[config.mk]
export PLATFORM = sky130hd
export DESIGN_NAME = txbit_clock_sampler
export DESIGN_NICKNAME = d
export VERILOG_FILES = /design/src/rtl/txb_pkg.sv /design/src/rtl/txb_phase_ctr.sv /design/src/rtl/txb_edge_gen.sv /design/src/rtl/txb_capture.sv /design/src/rtl/txbit_clock_sampler.sv
export SDC_FILE = /design/constraint.sdc
export NUM_CORES = 1
export LEC_CHECK = 0
export BUFFER_PORTS_ARGS = -buffer_cell sky130_fd_sc_hd__buf_2
export CORE_UTILIZATION = 30
export DETAILED_ROUTE_END_ITERATION = 16
export HOLD_SLACK_MARGIN = 0.02
export PLACE_DENSITY = 0.57
export SLEW_MARGIN = 25
export SYNTH_ARGS = -nofsm -noshare
export SYNTH_HDL_FRONTEND = slang
export SYNTH_HIERARCHICAL = 1
export SYNTH_SLANG_ARGS = --single-unit
export TNS_END_PERCENT = 30
[constraint.sdc]
create_clock -name clk -period 10 [get_ports clk]
set_input_delay 2 -clock clk [delete_from_list [all_inputs] [get_ports clk]]
set_output_delay 2 -clock clk [all_outputs]
set_load 0.01 [all_outputs]
[src/rtl/txb_pkg.sv]
// Shared definitions for the transmit bit clock block.
// Assumes a 3-bit modulation mode field driven by configuration logic.
package txb_pkg;
    localparam int MODE_W = 3;
    typedef logic [MODE_W-1:0] mode_t;

    // Mode codes that require a data clock
    localparam mode_t MODE_GFSK = 3'd1;
    localparam mode_t MODE_GOOK = 3'd3;

    // True when the given mode needs the bit clock running
    function automatic logic mode_clocked(input mode_t m);
        return (m == MODE_GFSK) || (m == MODE_GOOK);
    endfunction
endpackage

[src/rtl/txb_phase_ctr.sv]
// Bit-period counter with configuration latched at bit boundaries.
// Produces the level the bit clock takes after the coming edge.
// Assumes cfg_div and cfg_mode are synchronous to clk.
module txb_phase_ctr
    import txb_pkg::*;
#(
    parameter int DIV_W = 8
) (
    input  logic             clk,
    input  logic             rst_n,
    input  logic [DIV_W-1:0] cfg_div,
    input  mode_t            cfg_mode,
    output logic             high_next,
    output logic             active,
    output logic [DIV_W-1:0] n_cur
);
    localparam logic [DIV_W-1:0] N_MIN = DIV_W'(2);
    localparam logic [DIV_W-1:0] ONE   = DIV_W'(1);

    logic [DIV_W-1:0] cnt_q, cnt_d, n_q, n_d, div_eff, low_d;
    logic             act_q, act_d, mode_ok, last_cyc;

    // Clamp the ratio and decode the mode
    always_comb begin
        div_eff  = (cfg_div < N_MIN) ? N_MIN : cfg_div;
        mode_ok  = mode_clocked(cfg_mode);
        last_cyc = (cnt_q == n_q - ONE);
    end

    // Next-state: start, wrap or stop only at a period boundary
    always_comb begin
        cnt_d = cnt_q;
        n_d   = n_q;
        act_d = act_q;
        if (!act_q) begin
            if (mode_ok) begin
                act_d = 1'b1;
                n_d   = div_eff;
                cnt_d = '0;
            end
        end else if (last_cyc) begin
            cnt_d = '0;
            if (mode_ok) begin
                n_d = div_eff;
            end else begin
                act_d = 1'b0;
            end
        end else begin
            cnt_d = cnt_q + ONE;
        end
        low_d     = n_d - (n_d >> 1);
        high_next = act_d && (cnt_d >= low_d);
    end

    // State registers
    always_ff @(posedge clk) begin
        if (!rst_n) begin
            cnt_q <= '0;
            n_q   <= N_MIN;
            act_q <= 1'b0;
        end else begin
            cnt_q <= cnt_d;
            n_q   <= n_d;
            act_q <= act_d;
        end
    end

    assign active = act_q;
    assign n_cur  = n_q;
endmodule

[src/rtl/txb_edge_gen.sv]
// Registers the bit clock and flags the edge on which it rises.
// Assumes high_next comes from the phase counter in the same cycle.
module txb_edge_gen (
    input  logic clk,
    input  logic rst_n,
    input  logic high_next,
    output logic bclk,
    output logic rise_now,
    output logic strobe
);
    // Rising edge is taking place at this clock edge
    assign rise_now = high_next && !bclk;

    // Clock level and one-cycle strobe registers
    always_ff @(posedge clk) begin
        if (!rst_n) begin
            bclk   <= 1'b0;
            strobe <= 1'b0;
        end else begin
            bclk   <= high_next;
            strobe <= rise_now;
        end
    end
endmodule

[src/rtl/txb_capture.sv]
// Captures the data line on the bit clock's rising edge.
// Assumes data_in is stable around mid-bit.
module txb_capture (
    input  logic clk,
    input  logic rst_n,
    input  logic take,
    input  logic data_in,
    output logic bit_q
);
    // Sample register, held between rising edges
    always_ff @(posedge clk) begin
        if (!rst_n) begin
            bit_q <= 1'b0;
        end else if (take) begin
            bit_q <= data_in;
        end
    end
endmodule

[src/rtl/txbit_clock_sampler.sv]
// Top: bit clock for an external data source plus a mid-bit sampler.
// Assumes all inputs are synchronous to clk.
module txbit_clock_sampler #(
    parameter int DIV_W = 8
) (
    input  logic             clk,
    input  logic             rst_n,
    input  logic [DIV_W-1:0] cfg_div,
    input  logic [2:0]       cfg_mode,
    input  logic             data_in,
    output logic             bclk_out,
    output logic             bit_out,
    output logic             bit_valid
);
    logic             high_next, rise_now, active;
    logic [DIV_W-1:0] n_cur;

    txb_phase_ctr #(.DIV_W(DIV_W)) u_ctr (
        .clk       (clk),
        .rst_n     (rst_n),
        .cfg_div   (cfg_div),
        .cfg_mode  (cfg_mode),
        .high_next (high_next),
        .active    (active),
        .n_cur     (n_cur)
    );

    txb_edge_gen u_edge (
        .clk       (clk),
        .rst_n     (rst_n),
        .high_next (high_next),
        .bclk      (bclk_out),
        .rise_now  (rise_now),
        .strobe    (bit_valid)
    );

    txb_capture u_cap (
        .clk     (clk),
        .rst_n   (rst_n),
        .take    (rise_now),
        .data_in (data_in),
        .bit_q   (bit_out)
    );
endmodule

After elaboration in Yosys (flattened, before gate mapping)
Cells that the tools add are included.
- register bits: 20
- equality and inequality tests: 3
- order comparisons: 2
- add/sub/neg operators: 3
- reduce and logical (&&, ||, !) cells: 4
- multiplexer cells: 10
- operators with widths (cell ; count):
    two-way mux 8 bit ; 7
    adder 8 x 1 -> 8 bit (second input constant) ; 1
    equality test 8 bit ; 1
    greater-or-equal comparator 8 bit ; 1
    < comparator 8 x 2 -> 1 bit (second input constant) ; 1
    subtractor 8 x 1 -> 8 bit (second input constant) ; 1
    subtractor 8 x 7 -> 8 bit ; 1
    equality test 3 x 1 -> 1 bit (second input constant) ; 1
    equality test 3 x 2 -> 1 bit (second input constant) ; 1
    two-way mux 1 bit ; 3
    logical AND 1 bit ; 2
    zero test 1 bit ; 1
    logical OR 1 bit ; 1

Logic depth before layout (Yosys ltp)
Gate-level depths: netlist of the first run.
- depth in word-level cells: 9
- depth in mapped cells: 24

Hierarchy
Netlist of the first run, hierarchy kept.
- modules (own cells, without submodules) (module ; cells an instance ; seq. area each (um^2) ; area each (um^2) ; instances):
    txb_phase_ctr ; 184 ; 340.3 ; 1547.7 ; 1
    txb_edge_gen ; 5 ; 40.0 ; 61.3 ; 1
    txb_capture ; 3 ; 20.0 ; 36.3 ; 1

Worst setup path after synthesis of the first run
OpenSTA, ideal clock, no wires.
- path kind: input to register
- start: in cfg_mode[2]
- end: reg u_cap.bit_q
- setup slack: 4802 ps
- data required time: 9884 ps
- data arrival time: 5081 ps
- buffers on the path: 0
- library setup time: 116 ps
- stages on the path: 20
- cell sequence: nand2b_1 a21oi_4 mux2_2 inv_1 ha_1 nor2b_1 o21ai_0 nand2b_1 a21o_1 nand2_1 nand2b_1 xnor2_1 ha_1 o21ai_0 o21ai_0 o211ai_1 a22oi_1 nor2b_1 mux2i_1 nor2b_1
- cells in the longest elaborated chain, start to end: 9
- elaborated cells between the ends (all ways): 15
- RTL lines (element ; line ; source):
    start, declared ; txbit_clock_sampler.sv:9 ; input logic [2:0] cfg_mode,
    equality test 3 x 1 -> 1 bit or equality test 3 x 2 -> 1 bit (tied branches) ; txb_pkg.sv:13 ; return (m == MODE_GFSK) || (m == MODE_GOOK);
    logical OR 1 bit (*) ; txb_pkg.sv:13 ;
    two-way mux 8 bit (*) ; txb_phase_ctr.sv:36, txb_phase_ctr.sv:43 ;
    two-way mux 8 bit ; txb_phase_ctr.sv:41 ; end else if (last_cyc) begin
    two-way mux 8 bit (*) ; txb_phase_ctr.sv:35 ; if (!act_q) begin
    net u_ctr.n_d[1] ; txb_phase_ctr.sv:20 ; logic [DIV_W-1:0] cnt_q, cnt_d, n_q, n_d, div_eff, low_d;
    subtractor 8 x 7 -> 8 bit (*) ; txb_phase_ctr.sv:51 ; low_d = n_d - (n_d >> 1);
    greater-or-equal comparator 8 bit (*) ; txb_phase_ctr.sv:52 ; high_next = act_d && (cnt_d >= low_d);
    logical AND 1 bit (*) ; txb_phase_ctr.sv:52 ;
    net high_next ; txbit_clock_sampler.sv:15 ; logic high_next, rise_now, active;
    logical AND 1 bit (*) ; txb_edge_gen.sv:12 ; assign rise_now = high_next && !bclk;
    net rise_now ; txbit_clock_sampler.sv:15 ;
    end signal, assigned ; txb_capture.sv:15 ; bit_q <= data_in;
    end, declared ; txb_capture.sv:8 ; output logic bit_q
The timed path passes the listed nets; every way through them passes the cells marked *.
A chain may end at the register's enable or synchronous reset.

Final worst setup path of the first run
Ends and elaborated chain as after synthesis.

==> results of run 1 <==
[metrics by stage]
stage / utilization [%] / instance area, um2 / cells / worst slack (ns) / hold slack (ns)
after global placement: 34.2 / 1780 / 271 / 4.19 / 0.500
after detailed placement: 34.2 / 1780 / 271 / 4.20 / 0.507
after floorplan: - / 1650 / 192 / 4.80 / 0.488
after CTS: 35.5 / 1850 / 275 / 4.46 / 0.528
final: 35.5 / 1850 / 275 / 4.51 / 0.523
after global routing: 35.5 / 1850 / 275 / 4.12 / 0.565
[routing by layer]
layer	global-route usage [%]	routed length, um
met5	0	0
met4	4.04	0
met3	1.80	54
met2	21.4	1680
met1	18.4	1810
[critical path: cells and delay by family]
| kind | cells | cell delay, ns |
|---|---|---|
| xor+xnor | 1 | 0.18 |
| fa+ha+maj | 2 | 0.55 |
| mux | 2 | 0.62 |
| buf+inv | 2 | 0.24 |
| compound gates | 7 | 1.25 |
| simple gates | 6 | 0.81 |
[kinds of logic after synthesis]
logic type / count (synthesis) / share of synthesized area (%)
muxes: 9 / 5.86
xor gates and xnor gates: 14 / 7.45
AOI/OAI and AO/OA: 39 / 18.7
buffers and inverters: 18 / 4.56
and+or+nand+nor: 74 / 24.9
DFF: 20 / 24.3
adders and majority gates: 18 / 14.1
[placed cells by master (no fill, tap or decap), types with 2 or more instances in the layout]
cell,count
a21o_1,4
a21oi_1,8
a31oi_1,4
and2_1,4
and3b_1,3
buf_2,15
clkbuf_8,3
dfxtp_1,20
ha_1,17
inv_1,12
mux2_2,2
mux2i_1,6
nand2_1,17
nand2b_1,6
nand3_1,4
nand4_1,4
nor2_1,13
nor2b_1,7
nor3_1,5
o21ai_0,7
o31a_2,3
or3_1,2
xnor2_1,12
xor2_1,2
[synth_stat cells, drive strengths merged]
cell type | count | area (um2)
mux2i | 7 | 73.8
a311oi | 1 | 8.76
o31a | 3 | 30.0
nand3 | 4 | 20.0
and2 | 4 | 25.0
o22ai | 1 | 6.26
or4 | 1 | 11.3
and2b | 1 | 7.51
nor4 | 2 | 27.5
a22o | 1 | 10.0
or2 | 2 | 12.5
mux2 | 2 | 22.5
nor2b | 7 | 43.8
xnor2 | 12 | 105
nand2 | 18 | 70.1
nand2b | 6 | 37.5
a21o | 5 | 38.8
nand4 | 4 | 25.0
clkbuf | 2 | 7.51
or3 | 3 | 23.8
and3 | 1 | 6.26
a21oi | 9 | 56.3
o21ai | 7 | 35.0
dfxtp | 20 | 400
nor3 | 5 | 25.0
buf | 4 | 22.5
nor2 | 13 | 48.8
o211ai | 1 | 7.51
a211oi | 1 | 7.51
a22oi | 1 | 7.51
xor2 | 2 | 17.5
inv | 12 | 45.0
and3b | 3 | 26.3
o221ai | 1 | 8.76
a31oi | 5 | 46.3
a32o | 1 | 10.0
ha | 17 | 213
o2111ai | 2 | 35.0
fa | 1 | 20.0
[flip-flops by register name, summed over array words and instances, names as in the netlist]
| signal | flops |
|---|---|
| u_ctr/n_cur | 8 |
| u_edge/bclk | 1 |
| u_ctr/cnt_q | 8 |
| u_edge/strobe | 1 |
| u_ctr/active | 1 |
| u_cap/bit_q | 1 |
[power groups by stage]
stage               clock, uW  sequential, uW  combinational (uW)
global route             85.9            87.2                82.8
global placement            0            88.6                71.3
detailed placement          0            88.5                72.2
floorplan                   0            86.7                58.4
finish                   81.0            86.7                71.7
CTS                      82.8            86.7                72.6
[area by class of cell]
type / instances / area, um2 / area share (%)
Inverter: 12 / 45.0 / 2.44
Clock buffer: 3 / 41.3 / 2.23
Clock inverter: 1 / 30.0 / 1.62
Tap cell: 70 / 87.6 / 4.74
Multi-Input combinational cell: 154 / 1170 / 63.3
Sequential cell: 20 / 400 / 21.7
Timing Repair Buffer: 15 / 75.1 / 4.06
[how the worst max path moves through the flow]
| stage | from | to | slack (ns) | cells after the start |
|---|---|---|---|---|
| 2_1_floorplan | cfg_mode[2] | u_cap/bit_q | 4.80 | 20 |
| 3_3_place_gp | cfg_mode[2] | u_cap/bit_q | 4.19 | 20 |
| 3_5_place_dp | cfg_mode[2] | u_cap/bit_q | 4.20 | 20 |
| 4_1_cts | cfg_mode[2] | u_cap/bit_q | 4.46 | 20 |
| 5_1_grt | cfg_mode[2] | u_cap/bit_q | 4.12 | 20 |
| 6_report | cfg_mode[2] | u_cap/bit_q | 4.51 | 20 |
==> metrics.md, run 1 <==
| Metric | Value |
|---|---|
| Iteration-0 DRC Markers | `62` |
| Starting Density | `a little under a third` |
| TritonRoute pass-1 iters | `4` |
| GPL Wtd Cong | `between 0.7 and 0.8` |
| Total Power | `roughly 240 uW` |
| Maximum fanout along the worst path | `8` |
| CP startpoint kind | `input pin` |
| Vias in the first global route | `about 1300` |
| CTS tree | `built` |
| Dpl hpwl | `roughly 2800 um` |
| CTS Buffer Depth | `2` |
| #FFs+latches synth | `20` |
| RR Endpoint | `u_cap/bit_q` |
| Post-Syn Area | `~1600 um2` |
| Final setup TNS | `0 ns` |
| Final Hold Viols | `0` |
| Clock root buffer | `clkbuf_8` |
| Num CTS Buffers | `3` |
| Chip height | `around 76 um` |
| Max_cap viols | `0` |
| Fin crit share | `a little over half` |
| WL per Instance | `between 10 and 15 um` |
| Largest net degree at the start of global routing | `15` |
| Slew @ Worst Pin | `a little under 0.5 ns` |
| Max Freq | `182 MHz` |
| Synth-to-layout area growth | `12.4%` |
| Net Count, Synth | `224` |
| GRT Overall Usage | `approximately an eighth` |
| Residual DRC | `0` |
| Post-CTS resize count | `0` |
| Layout fillers | `roughly 570` |
| CP endpoint kind | `register` |
| Ant diodes | `0` |
| Seq/Total Area, Yosys | `24.3%` |
| PortBufs | `15` |
| GRT overflow | `0` |
| Vias per inst | `~5` |
| Hold_buf cts | `0` |
| Syn_area_per_cell | `between 8 and 9 um2` |
| # nets final | `238` |
| Switching Power | `69.4 uW` |
| Antenna-violating nets left | `0` |
| Rows | `26` |
| Hold endpoint | `u_cap/bit_q` |
| Power density of the placed cells | `129 nW/um2` |
| Reg2reg setup slack | `between 4 and 5 ns` |
| Final setup fails | `0` |
| Post-Synthesis Cells | `roughly 190` |
| Hold Startpoint | `u_cap/bit_q` |
| Origin of the critical flop-to-flop path | `u_ctr/n_cur[0]` |
| Leakage | `0.000790 uW` |
| Status | `finished clean` |
| CORE AREA | `roughly 5200 um2` |
| Req. time, crit path | `~10 ns` |
| Clock transition at path regs | `roughly 0.080 ns` |
| Net Sw Frac | `roughly 29%` |
| Worst path max stage delay | `about 0.42 ns` |
| Logic pwr share | `a little under a third` |
| Type of the most critical hold path | `register to register` |
| Wire length of the first global-routing pass | `between 6000 and 7000 um` |
| Fin. max-slew vios | `0` |
| Die W | `approximately 76 um` |
| Final clock skew | `roughly 0.0016 ns` |
| Clock share of power | `between 30% and 40%` |
| Worst r2r path cells | `23` |
| Clock sinks | `20` |
| Arrival time worst endpoint | `5.64 ns` |
| Reg power frac | `36.2%` |
| Io pins | `17` |
| Post-synth cell types | `a little under 50` |
| Unrepaired setup endpoints after global routing | `no` |
| Post-layout min period | `between 5 and 6 ns` |
| Routed WL | `3540 um` |
| Peak VDD IR | `about 0.053 mV` |
| Slew margin rel. | `between 60% and 70%` |
| Clock Latency Late Sink | `roughly 0.26 ns` |
| Crit Path Class | `input pin to register` |
| Htree depth | `1` |
| Pint | `170 uW` |
| CP max stage cell | `mux2i_1` |
| Initial antenna violation count | `0` |
| Synth Warn # | `6` |
| Critical-path cell list | `buf_2 > nand2b_1 > a21oi_4 > mux2i_1 > inv_1 > ha_1 > nor2b_1 > o21ai_0 > nand2b_1 > a21o_1 > a21oi_1 > xor2_1 > ha_1 > nor2_1 > o21ai_0 > o211ai_1 > a22oi_1 > nor2b_1 > mux2i_1 > nor2b_1` |
| Worst path most repeated cell | `nor2b_1` |
| Post-CTS Setup Bufs | `0` |
| Share of cells above drive strength 1 | `~17%` |
| Die ar. | `between 5000 and 6000 um2` |
| Cell depth of the worst hold path | `2` |
| Vias | `approximately 1300` |
Power figures use the tool's default switching activity.
==> run 2, diff against run 1 <==
--- a/config.mk
+++ b/config.mk
@@ -9,7 +9,7 @@
 export CORE_UTILIZATION = 30
 export DETAILED_ROUTE_END_ITERATION = 16
 export HOLD_SLACK_MARGIN = 0.02
-export PLACE_DENSITY = 0.57
+export PLACE_DENSITY = 0.59
 export SLEW_MARGIN = 25
 export SYNTH_ARGS = -nofsm -noshare
 export SYNTH_HDL_FRONTEND = slang
==> constraint.sdc (replaced) <==
create_clock -name clk -period 4.54 [get_ports clk]
set_input_delay 0.908 -clock clk [delete_from_list [all_inputs] [get_ports clk]]
set_output_delay 0.908 -clock clk [all_outputs]
set_load 0.01 [all_outputs]
==> metrics.md, run 2 (synthesized netlist as in run 1, its figures left out) <==
| Metric | Value |
|---|---|
| CP endpoint kind | `register` |
| Initial antenna violation count | `0` |
| Final setup TNS | `-0.00135 ns` |
| GRT overflow | `0` |
| Placed Instances | `between 200 and 300` |
| Largest net degree at the start of global routing | `15` |
| CP startpoint kind | `register` |
| Layout Utilization | `about two fifths` |
| Slew @ Worst Pin | `0.514 ns` |
| Maximum fanout along the worst path | `5` |
| Clock sinks | `20` |
| Leakage | `about 0.00096 uW` |
| Unrepaired setup endpoints after global routing | `yes` |
| TritonRoute pass-1 iters | `4` |
| Synth-to-layout area growth | `32.4%` |
| Starting Density | `a little under a third` |
| Ant diodes | `0` |
| Non-filler cells, final | `between 300 and 400` |
| Arrival time worst endpoint | `4.70 ns` |
| Htree depth | `1` |
| Power density of the placed cells | `around 270 nW/um2` |
| Slew margin rel. | `65.7%` |
| Status | `complete, but fails checks` |
| Fin crit share | `100%` |
| Max_cap viols | `0` |
| GRT Overall Usage | `a little over an eighth` |
| Hold_buf cts | `0` |
| Final setup fails | `1` |
| Share of cells above drive strength 1 | `35.6%` |
| Die ar. | `around 5800 um2` |
| CORE AREA | `between 5000 and 6000 um2` |
| Most used cells in the layout excluding fill and tap cells | `buf_4 (31), dfxtp_1 (17), nand2_1 (16)` |
| Crit Path Class | `register to register` |
| GPL Wtd Cong | `0.786` |
| Final instance area | `about 2200 um2` |
| CTS Buffer Depth | `2` |
| Clock Latency Late Sink | `0.26 ns` |
| Commonest non-fill, non-tap cell in the layout | `buf_4` |
| Routed WL | `between 3000 and 4000 um` |
| Vias | `around 1500` |
| Peak VDD IR | `approximately 0.12 mV` |
| PortBufs | `15` |
| WL per Instance | `between 10 and 15 um` |
| Rows | `26` |
| Type of the most critical hold path | `register to register` |
| Failing checks | `negative setup slack` |
| Vias per inst | `~4.8` |
| CTS tree | `built` |
| Clock transition at path regs | `~0.080 ns` |
| Total Power | `about 600 uW` |
| Dpl hpwl | `between 3000 and 4000 um` |
| Io pins | `17` |
| Residual DRC | `0` |
| # nets final | `~270` |
| Final WS setup | `-0.00135 ns` |
| DP Area | `approximately 2000 um2` |
| Num CTS Buffers | `3` |
| Fin. max-slew vios | `0` |
| Die W | `76.1 um` |
| Req. time, crit path | `4.70 ns` |
| Iteration-0 DRC Markers | `45` |
| Antenna-violating nets left | `0` |
| Vias in the first global route | `about 1300` |
| Reg2reg setup slack | `-0.001 ns` |
| Chip height | `between 70 and 80 um` |
| Max Freq | `220 MHz` |
| Clock root buffer | `clkbuf_8` |
| Final clock skew | `approximately 0.0042 ns` |
| Final Hold Viols | `0` |
| Post-layout min period | `4.54 ns` |
| Wire length of the first global-routing pass | `6240 um` |
[run 2: critical path: stages (launching register included)]
cell and delay (ns):
dfxtp_2 0.33, or4_4 0.55, nor4_4 0.31, o2111ai_4 0.17
a21oi_4 0.30, mux2i_2 0.32, buf_4 0.17, ha_4 0.18
nor2b_4 0.11, o21ai_1 0.13, nand2b_1 0.08, a21o_1 0.17
nand2_2 0.07, nand2b_1 0.09, xnor2_2 0.16, ha_1 0.28
o21ai_1 0.05, o21ai_1 0.12, o211ai_1 0.11, a22oi_1 0.20
buf_4 0.16, nor2b_4 0.13, mux2i_1 0.17, nor2b_1 0.06
[run 2: stage by stage]
step           hold slack (ns)  setup WS, ns
2_1_floorplan            0.488        0.0649
3_3_place_gp             0.503        -0.121
3_5_place_dp             0.510       -0.0957
4_1_cts                  0.534      0.000250
5_1_grt                  0.567        -0.299
6_report                 0.534      -0.00135
[run 2: final cells by class]
type                       instances  area, um2
clock inverter                     1       30.0
multi-input combinational        154       1260
clock buffer                       3       41.3
sequential                        20        407
fill                             527       3030
timing repair buffer              46        308
tap                               70       87.6
inverter                          12       45.0
[run 2: path summary, 6_finish.rpt]
kind / start / to / cells past startpoint
worst max-delay path: u_ctr/n_cur[0] / u_cap/bit_q / 23
worst min register to register: u_cap/bit_q / u_cap/bit_q / 2
worst max register to register: u_ctr/n_cur[0] / u_cap/bit_q / 23
worst min-delay path: u_cap/bit_q / u_cap/bit_q / 2
[run 2: repair_timing]
item                                    4_1_cts  5_1_grt
resized for setup                            15       13
endpoints found under the setup margin        1        3
buffers inserted                              2        6
pin swaps                                     8       14
[run 2: power breakdown]
| part | internal, uW | switching [uW] | leakage (uW) |
|---|---|---|---|
| logic | 116 | 102 | 0.000758 |
| clock network | 118 | 62.0 | 0.0000357 |
| registers | 181 | 8.80 | 0.000163 |
| total | 414 | 172 | 0.000957 |
[run 2: layer usage]
layer | part of all wire (%) | up-vias | global-route usage [%]
met1 | 50 | 683 | 18.5
met3 | 1.4 | 2 | 1.44
met4 | 0.69 | 0 | 2.88
met5 | 0 | - | 0
met2 | 48 | 16 | 22.3
li1 | - | 775 | -
==> run 3, diff against run 2 <==
--- a/config.mk
+++ b/config.mk
@@ -5,7 +5,7 @@
 export SDC_FILE = /design/constraint.sdc
 export NUM_CORES = 1
 export LEC_CHECK = 0
-export BUFFER_PORTS_ARGS = -buffer_cell sky130_fd_sc_hd__buf_2
+export BUFFER_PORTS_ARGS = -buffer_cell sky130_fd_sc_hd__clkbuf_2
 export CORE_UTILIZATION = 30
 export DETAILED_ROUTE_END_ITERATION = 16
 export HOLD_SLACK_MARGIN = 0.02
==> metrics.md, run 3 (synthesized netlist as in run 1, its figures left out) <==
| Metric | Value |
|---|---|
| Clock root buffer | `clkbuf_8` |
| Slew @ Worst Pin | `around 0.52 ns` |
| Total Power | `549 uW` |
| Max Freq | `approximately 220 MHz` |
| GRT overflow | `0` |
| Metal2 WL | `around 1800 um` |
| Dpl hpwl | `between 3000 and 4000 um` |
| Post-layout min period | `between 4 and 5 ns` |
| GPL Wtd Cong | `0.798` |
| Chip height | `roughly 76 um` |
| Vias per inst | `~4.8` |
| Initial antenna violation count | `0` |
| Req. time, crit path | `approximately 4.7 ns` |
| Status | `finished clean` |
| Wire length of the first global-routing pass | `around 6500 um` |
| Fin crit share | `98.4%` |
| Final clock skew | `approximately 0.0020 ns` |
| CTS tree | `built` |
| Final setup fails | `0` |
| Share of cells above drive strength 1 | `~36%` |
| PortBufs | `15` |
| WL per Instance | `approximately 13 um` |
| Fin. max-slew vios | `0` |
| Non-filler cells, final | `303` |
| Synth-to-layout area growth | `32.7%` |
| Final Hold Viols | `0` |
| Type of the most critical hold path | `register to register` |
| CP endpoint kind | `register` |
| Clock Latency Late Sink | `0.25 ns` |
| Antenna-violating nets left | `0` |
| TritonRoute pass-1 iters | `4` |
| Uppermost layer routed | `met4` |
| Peak VDD IR | `approximately 0.13 mV` |
| Clock sinks | `20` |
| Maximum fanout along the worst path | `4` |
| Vias in the first global route | `around 1400` |
| CORE AREA | `around 5200 um2` |
| CTS Buffer Depth | `2` |
| Metal3 WL | `~40 um` |
| Htree depth | `1` |
| Slew margin rel. | `65.1%` |
| Iteration-0 DRC Markers | `54` |
| Largest net degree at the start of global routing | `15` |
| Max_cap viols | `0` |
| Placed Instances | `roughly 300` |
| Residual DRC | `0` |
| Ant diodes | `0` |
| Rows | `26` |
| Unrepaired setup endpoints after global routing | `yes` |
| Io pins | `17` |
| Final instance area | `between 2000 and 2500 um2` |
| Num CTS Buffers | `3` |
| Routed WL | `3810 um` |
| Die W | `76.1 um` |
| DP Area | `between 1500 and 2000 um2` |
| GRT Overall Usage | `between 10% and 20%` |
| Reg2reg setup slack | `0.07 ns` |
| Crit Path Class | `register to register` |
| Layout fillers | `about 530` |
| Starting Density | `a little under a third` |
| Die ar. | `a little under 6000 um2` |
| Arrival time worst endpoint | `~4.6 ns` |
| Leakage | `roughly 0.00094 uW` |
| Power density of the placed cells | `251 nW/um2` |
| Most used cells in the layout excluding fill and tap cells | `buf_4 (27), dfxtp_1 (17), nand2_1 (16)` |
| Vias | `roughly 1500` |
| # nets final | `between 200 and 300` |
| Commonest non-fill, non-tap cell in the layout | `buf_4` |
| Met1 wire length | `approximately 1900 um` |
| CP startpoint kind | `register` |
| Clock transition at path regs | `0.07 ns` |
[run 3: cell count changes in the layout (fill, tap and decap cells not counted), moves of 3 or more]
cell,delta
clkbuf_2,+15
mux2i_4,+3
buf_2,-15
buf_4,-4
mux2i_1,-3
[run 3: timing repair]
| action | CTS | global route |
|---|---|---|
| hold buffers | 0 | 0 |
| resized for setup | 20 | 16 |
| setup buffers | 4 | 0 |
| setup endpoints to repair | 1 | 1 |
| pin swaps | 8 | 15 |
[run 3: final timing paths]
check	from	to	cells after the start
min	u_cap/bit_q	u_cap/bit_q	2
max	u_ctr/n_cur[1]	u_cap/bit_q	23
max reg2reg	u_ctr/n_cur[1]	u_cap/bit_q	23
min reg2reg	u_cap/bit_q	u_cap/bit_q	2
[run 3: stage by stage]
stage / utilization (%) / TNS [ns] / hold WS (ns) / setup WS (ns)
floorplan: - / 0 / 0.488 / 0.0649
global placement: 37.6 / -0.0880 / 0.502 / -0.0880
detailed placement: 37.6 / -0.141 / 0.515 / -0.141
CTS: 40.4 / 0 / 0.544 / 0.00220
global route: 41.9 / -0.171 / 0.562 / -0.171
finish: 41.9 / 0 / 0.535 / 0.0747
[run 3: power by group]
group | switching [uW] | leakage (uW) | internal [uW]
Sequential | 9.09 | 0.000163 | 181
Clock | 57.0 | 0.0000288 | 77.0
Combinational | 104 | 0.000748 | 121
Total | 170 | 0.000939 | 379
[run 3: final cells by class]
type                            instances  area, um2  area share (%)
Multi-Input combinational cell        154       1300            59.5
Timing Repair Buffer                   43        289            13.2
Sequential cell                        20        404            18.5
Clock buffer                            4       55.1            2.52
Tap cell                               70       87.6            4.01
Inverter                               12       47.5            2.18
[run 3: worst max-delay path: stages (launching register included)]
cell and delay (ns):
dfxtp_2 0.33, or4_4 0.55, nor4_4 0.28, o2111ai_4 0.19, a21oi_4 0.29, mux2i_2 0.28
buf_4 0.16, ha_4 0.19, nor2b_4 0.11, o21ai_1 0.13, nand2b_1 0.09, a21o_1 0.17
nand2_2 0.09, nand2b_4 0.06, xnor2_2 0.13, ha_1 0.27, o21ai_1 0.05, o21ai_1 0.13
o211ai_1 0.12, a22oi_1 0.18, buf_4 0.16, nor2b_4 0.13, mux2i_1 0.18, nor2b_1 0.06
[run 3: metal layers]
metal	GRT usage [%]	up-vias
met4	3.46	0
met3	1.56	6
met1	18.7	673
li1	-	765
met5	0	-
met2	23.5	10
